<file path="src/rtl/dir_resize_ctrl.sv">
module dir_resize_ctrl #(
  parameter int WAYS    = 4,
  parameter int MIN_LOG = 2,
  parameter int MAX_LOG = 5,
  localparam int OCC_MAX = WAYS << MAX_LOG,
  localparam int OW      = $clog2(OCC_MAX + 1),
  localparam int LW      = $clog2(MAX_LOG + 1),
  localparam int NPART   = 1 << (MAX_LOG - MIN_LOG)
) (
  input  logic               clk,
  input  logic               rst_n,
  input  logic               alloc,
  input  logic               evict,
  input  logic               move_done,
  output logic [OW-1:0]      occ,
  output logic [LW-1:0]      size_log2,
  output logic [LW-1:0]      tgt_log2,
  output logic [MAX_LOG-1:0] idx_mask,
  output logic [NPART-1:0]   pwr_en,
  output logic               stall
);
  localparam logic [OW-1:0] OCC_TOP = OW'(OCC_MAX);
  localparam logic [LW-1:0] LVL_MIN = LW'(MIN_LOG);
  localparam logic [LW-1:0] LVL_MAX = LW'(MAX_LOG);

  logic [31:0] occ5, cap;
  logic        grow, shrink;

  assign occ5   = 32'(occ) * 32'd5;
  assign cap    = 32'(WAYS) << size_log2;
  assign grow   = (size_log2 < LVL_MAX) && (occ5 >= (cap << 2));
  assign shrink = (size_log2 > LVL_MIN) && (occ5 <= cap);

  always_ff @(posedge clk or negedge rst_n) begin
    if (!rst_n) occ <= '0;
    else if (alloc && !evict && occ != OCC_TOP) occ <= occ + 1'b1;
    else if (evict && !alloc && occ != '0) occ <= occ - 1'b1;
  end

  always_ff @(posedge clk or negedge rst_n) begin
    if (!rst_n) begin
      stall     <= 1'b0;
      size_log2 <= LVL_MIN;
      tgt_log2  <= LVL_MIN;
    end else if (!stall) begin
      if (grow) begin
        stall    <= 1'b1;
        tgt_log2 <= size_log2 + 1'b1;
      end else if (shrink) begin
        stall    <= 1'b1;
        tgt_log2 <= size_log2 - 1'b1;
      end
    end else if (move_done) begin
      stall     <= 1'b0;
      size_log2 <= tgt_log2;
    end
  end

  always_comb begin
    for (int i = 0; i < MAX_LOG; i++) idx_mask[i] = (i < int'(size_log2));
    for (int p = 0; p < NPART; p++)   pwr_en[p]   = (p < (1 << (int'(size_log2) - MIN_LOG)));
  end

  AST_OCC_CAP:     assert property (@(posedge clk) disable iff (!rst_n) occ <= OCC_TOP);
  AST_BOTH_HOLD:   assert property (@(posedge clk) disable iff (!rst_n) (alloc && evict) |=> $stable(occ));
  AST_STEP_ONE:    assert property (@(posedge clk) disable iff (!rst_n) $rose(stall) |-> (tgt_log2 == size_log2 + 1'b1 || tgt_log2 + 1'b1 == size_log2));
  AST_SIZE_RANGE:  assert property (@(posedge clk) disable iff (!rst_n) size_log2 >= LVL_MIN && size_log2 <= LVL_MAX);
  AST_STALL_HOLD:  assert property (@(posedge clk) disable iff (!rst_n) (stall && !move_done) |=> (stall && $stable(size_log2) && $stable(pwr_en) && $stable(idx_mask)));
  AST_ACK_APPLY:   assert property (@(posedge clk) disable iff (!rst_n) (stall && move_done) |=> (!stall && size_log2 == $past(tgt_log2)));
endmodule

</file>
<file path="config.mk">
export PLATFORM = sky130hd
export DESIGN_NAME = dir_resize_ctrl
export DESIGN_NICKNAME = d
export VERILOG_FILES = /design/src/rtl/dir_resize_ctrl.sv
export SDC_FILE = /design/constraint.sdc
export NUM_CORES = 1
export LEC_CHECK = 0
export ABC_AREA = 1
export CAP_MARGIN = 20
export CORE_ASPECT_RATIO = 1.4
export CORE_UTILIZATION = 36
export DETAILED_ROUTE_END_ITERATION = 7
export PLACE_DENSITY = 0.64
export SLEW_MARGIN = 20
export SYNTH_ARGS = -nofsm -noshare
export SYNTH_HDL_FRONTEND = slang
export SYNTH_SLANG_ARGS = --single-unit
</file>
<file path="constraint.sdc">
create_clock -name clk -period 3.68 [get_ports clk]
set_input_delay 0.368 -clock clk [delete_from_list [all_inputs] [get_ports clk]]
set_output_delay 0.368 -clock clk [all_outputs]
set_load 0.02 [all_outputs]
</file>
Word level (Yosys, flattened, before mapping)
Cells that the tools add are included.
Cells by class
  $lt $le $gt $ge: 17
  shifts and indexed selects: 2
  bitwise gates (word level): 1
  multiply operators: 1
  equality and inequality tests: 1
  multiplexer cells: 8
  reductions and logical operators: 13
  $add $sub $neg: 5
Operators by type and width (number)
  4-bit by 32-bit less-than comparator with 1-bit output, first input constant: 4
  3-bit by 32-bit less-than comparator with 1-bit output, first input constant: 2
  11-bit by 32-bit >= comparator with 1-bit output: 1
  11-bit by 32-bit <= comparator with 1-bit output: 1
  1-bit by 32-bit less-than comparator with 1-bit output, first input constant: 1
  2-bit by 32-bit less-than comparator with 1-bit output, first input constant: 1
  1-bit by 32-bit left shift with 32-bit output, first input constant: 1
  3-bit by 3-bit left shift with 32-bit output, first input constant: 1
  8-bit two-way mux: 2
  8-bit by 3-bit multiplier with 11-bit output, second input constant: 1
  8-bit by 1-bit adder with 8-bit output, second input constant: 1
  8-bit != test, second input constant: 1
  8-bit nonzero test: 1
  8-bit by 1-bit subtractor with 8-bit output, second input constant: 1
  1-bit logical AND: 6
  1-bit by 3-bit less-than comparator with 1-bit output, first input constant: 2
  2-bit by 3-bit less-than comparator with 1-bit output, first input constant: 2
  3-bit two-way mux: 2
  1-bit two-way mux: 4
  2-bit AND reduction: 2
  2-bit nonzero test: 2
  3-bit by 2-bit subtractor with 4-bit output, second input constant: 1
  3-bit by 1-bit adder with 3-bit output, second input constant: 1
  3-bit by 2-bit greater-than comparator with 1-bit output, second input constant: 1
  other kinds (5): 6
Word-level totals
  word-level logic and storage cells: 52
  register bits after elaboration: 15
  input bits: 5
  output and inout port bits: 28

Logic depth before layout (Yosys ltp)
  depth in word-level cells: 6
  depth in mapped cells: 20
  depth with buffers taken out: 20

Worst setup path before layout
OpenSTA, ideal clock, no wires.
  kind: register to register
  from: register occ[1]
  to: register stall
  stages on the path, launching flop included: 19
  slack: 0.626 ns
  data arrival time: 2.926 ns
  clock period less this slack: 3.054 ns
  cell sequence: dfrtp_1 > ha_1 > ha_1 > fa_1 > nand3_1 > nand2_1 > nand2_1 > nand2_1 > a21oi_1 > xor2_1 > ha_1 > nand2_1 > nand2_1 > a22oi_1 > nand2_1 > nand2_1 > nand2_2 > nand2_2 > o21ai_0
Between the ends
  cells in the longest elaborated chain, start to end: 6
Ends and longest elaborated chain
  start, declared: line 15  | output logic [OW-1:0] occ,
  start signal, assigned: line 36  | else if (alloc && !evict && occ != OCC_TOP) occ <= occ + 1'b1;
  start signal, assigned: line 37  | else if (evict && !alloc && occ != '0) occ <= occ - 1'b1;
  8-bit by 3-bit multiplier with 11-bit output (*): line 29  | assign occ5 = 32'(occ) * 32'd5;
  11-bit by 32-bit <= comparator with 1-bit output: line 32  | assign shrink = (size_log2 > LVL_MIN) && (occ5 <= cap);
  1-bit logical AND: line 32
  1-bit two-way mux: line 49  | end else if (shrink) begin
  1-bit two-way mux (*): line 46  | if (grow) begin
  1-bit two-way mux (*): line 45  | end else if (!stall) begin
  end signal, assigned: line 47  | stall <= 1'b1;
  end signal, assigned: line 50  | stall <= 1'b1;
  end signal, assigned: line 54  | stall <= 1'b0;
  end, declared: line 20  | output logic stall
Mark *: on every way between the ends. The rest lies on a longest branch, timed or not.
A chain may end at the register's enable or synchronous reset.

Final worst setup path
Ends and elaborated chain as after synthesis.

==> flow_summary_export.csv <==
group,metric,value,unit
routing,firstDrtPassIters,5,
worst_setup_path,crit_required,3.81,ns
worst_setup_path,crit_buf_inv,0,
cells_and_area,nNetsFinal,366,
logic_synthesis,synth_seq_cells,15,
hold_path,holdPathStages,2,
global_route,antenna_found_initial,0,
cells_and_area,area_delta_synth_final,22.7,%
global_route,overflow,0,
worst_setup_path,crit_family,"adder cells",
floorplan,dieArea,0.00580,mm²
global_route,grt_pass1_vias,1711,
cells_and_area,diodes,0,
routing,drc,0,
clocking,clkTransAtPathRegs,0.06,ns
timing,fmax,315,MHz
clocking,cts_max_level,1,
place,hpwlAfterDp,3600,µm
floorplan,io_pins,33,
run_status,status,"completed",
timing,grt_setup_unrepaired,"false",
cells_and_area,layout_commonest_cell,"nand2_1",
routing,drt_iter0_markers,63,
clocking,cts_hold_buf,0,
global_route,grt_max_degree,16,
clocking,cts.sinks,15,
routing,ant_nets,0,
timing,setup_viol,0,
routing,wire_per_inst,11.3,µm
clocking,cts_buffer_depth,2,
timing,worst_pin_slew,0.676,ns
clocking,cts_buffers,3,
global_route,grt_pass1_wl,7560,µm
floorplan,num_rows,31,
clocking,cts_root_buf,"clkbuf_8",
timing,whs,0.501,ns
worst_setup_path,setup.worst_path.end_class,"register",
place,place.gp.congestion,0.841,
logic_synthesis,synth_area_per_cell,7.14,µm²
cells_and_area,layout-drive-gt1-share,5.75,%
logic_synthesis,seq_area_frac_synth,19.1,%
floorplan,dieHeight,89.7,µm
floorplan,core,0.00524,mm²
timing,relSlewSlack,54.8,%
place,port_buffers,32,
clocking,cts_setup_buffers,0,
worst_setup_path,cp_common_cell,"nand2_1",
worst_setup_path,ff2ff_path_depth,18,
floorplan,die_width,64.7,µm
worst_setup_path,path_cells,"ha_1 > ha_1 > fa_1 > nand3_1 > nand2_1 > nand2_1 > nand2_1 > a21oi_1 > xor2_1 > ha_1 > nand2_1 > nand2_1 > a22oi_1 > nand2_1 > nand2_1 > nand2_2 > nand2_2 > o21ai_0",
clocking,clkLatencyLatePin,0.25,ns
routing,dr_total_vias,1793,
logic_synthesis,synth_cell_types,27,
timing,skew,0.00108,ns
worst_setup_path,cp.depth,18,
clocking,cts_resized,0,
worst_setup_path,crit_arrival,3.31,ns
worst_setup_path,start_kind,"register",
timing,finalCriticalPeriod,3.18,ns
hold_path,hp-class,"reg -> reg",
worst_setup_path,cp_slowest_stage_delay,0.47,ns
logic_synthesis,ys_warn_count,0,
timing,fin_setup_tns,0,ns
worst_setup_path,worstPathMaxFanout,7,
job,drv_cap,0,
worst_setup_path,setup.worst_path.class,"reg -> reg",
timing,hold_viol,0,
timing,fin_crit_sh,86.3,%
logic_synthesis,synth_cells,277,
routing,wl,4270,µm
global_route,grt_usage,16.2,%
worst_setup_path,cp_slowest_cell,"dfrtp_1",
timing,slew_violations,0,
logic_synthesis,syn_area,0.00198,mm²
cells_and_area,layout_common_cells,"81 x nand2_1, 45 x ha_1, 41 x inv_1, 32 x clkdlybuf4s50_1, 23 x nand3_1",
clocking,cts_tree,"yes",
logic_synthesis,syn-num-nets,329,
routing,via_per_inst,4.73,
floorplan,initial_core_util,37.8,%
cells_and_area,fill_cells,554,
## area by class of cell
| cell class | instances | area, µm² | area share, % |
|---|---|---|---|
| Clock inverter | 1 | 5.00 | 0.206 |
| Timing Repair Buffer | 33 | 328 | 13.5 |
| Sequential cell | 15 | 378 | 15.6 |
| Inverter | 42 | 163 | 6.70 |
| Clock buffer | 3 | 41.3 | 1.70 |
| Tap cell | 66 | 82.6 | 3.40 |
| Multi-Input combinational cell | 219 | 1430 | 58.9 |
## sequential cells by signal, summed over array words and instances, names as in the netlist
register and cells:
occ 8, size_log2 3, stall 1, tgt_log2 3
## tightest hold or removal path: cells and delay by family (launching register included)
family,cells,cell delay [ns]
DFF,1,0.38
and+or+nand+nor,2,0.12
## synthesized netlist by cell type
master	number	area, µm²
ha_1	45	563
a22oi_1	2	15.0
nor2_1	15	56.3
o21ai_2	2	17.5
a21oi_2	1	8.76
nor3_1	2	10.0
nand4_1	5	31.3
nand2_1	81	304
inv_1	41	154
dfstp_2	2	52.6
buf_4	1	7.51
clkinv_4	1	8.76
fa_1	2	40.0
nand3b_1	1	7.51
dfrtp_1	13	325
nand3_1	23	115
or2_2	1	6.26
a21oi_1	11	55.1
xnor2_1	3	26.3
nand2_2	4	25.0
nand3_2	1	10.0
o21ai_1	4	20.0
o21bai_1	2	15.0
o21ai_0	5	25.0
nand2_4	1	11.3
a31oi_1	1	6.26
xor2_1	7	61.3
## metal layers
metal / global-route usage (%) / share of wire, % / vias up
li1: - / - / 975
met1: 19.8 / 45 / 793
met2: 29.0 / 52 / 21
met3: 1.14 / 1.3 / 4
met4: 5.93 / 1.8 / 0
met5: 0 / 0 / -
## through the flow
stage	worst slack [ns]	cell area [µm²]	utilization, %	cells
2_1_floorplan	0.626	1980	-	277
3_3_place_gp	0.545	2380	45.5	375
3_5_place_dp	0.454	2380	45.5	375
4_1_cts	0.457	2430	46.4	379
5_1_grt	0.177	2430	46.4	379
6_report	0.502	2430	46.4	379
## worst paths after layout
| check | start | end | slack [ns] |
|---|---|---|---|
| worst min-delay path | tgt_log2[1]$_DFFE_PN1P_ | tgt_log2[1]$_DFFE_PN1P_ | 0.50 |
| worst min register to register | tgt_log2[1]$_DFFE_PN1P_ | tgt_log2[1]$_DFFE_PN1P_ | 0.50 |
| worst max-delay path | occ[1]$_DFFE_PN0P_ | stall$_DFF_PN0_ | 0.50 |
| worst max register to register | occ[1]$_DFFE_PN0P_ | stall$_DFF_PN0_ | 0.50 |
| min in group asynchronous | rst_n | occ[7]$_DFFE_PN0P_ | 0.53 |
| max in group asynchronous | rst_n | size_log2[2]$_DFFE_PN0P_ | 2.72 |
## cell families (layout without fill, tap and decap cells)
family | count (synthesis) | in the layout | synth area share, %
and+or+nand+nor | 134 | 134 | 29.2
buffers and inverters | 43 | 79 | 8.60
DFF | 15 | 15 | 19.1
adders and majority gates | 47 | 47 | 30.5
xor gates and xnor gates | 10 | 10 | 4.43
AOI/OAI and AO/OA | 28 | 28 | 8.22
Power is left out: the tool's default activity adds up to more than one toggle a clock period on the data nets, which glitch-free logic cannot reach.
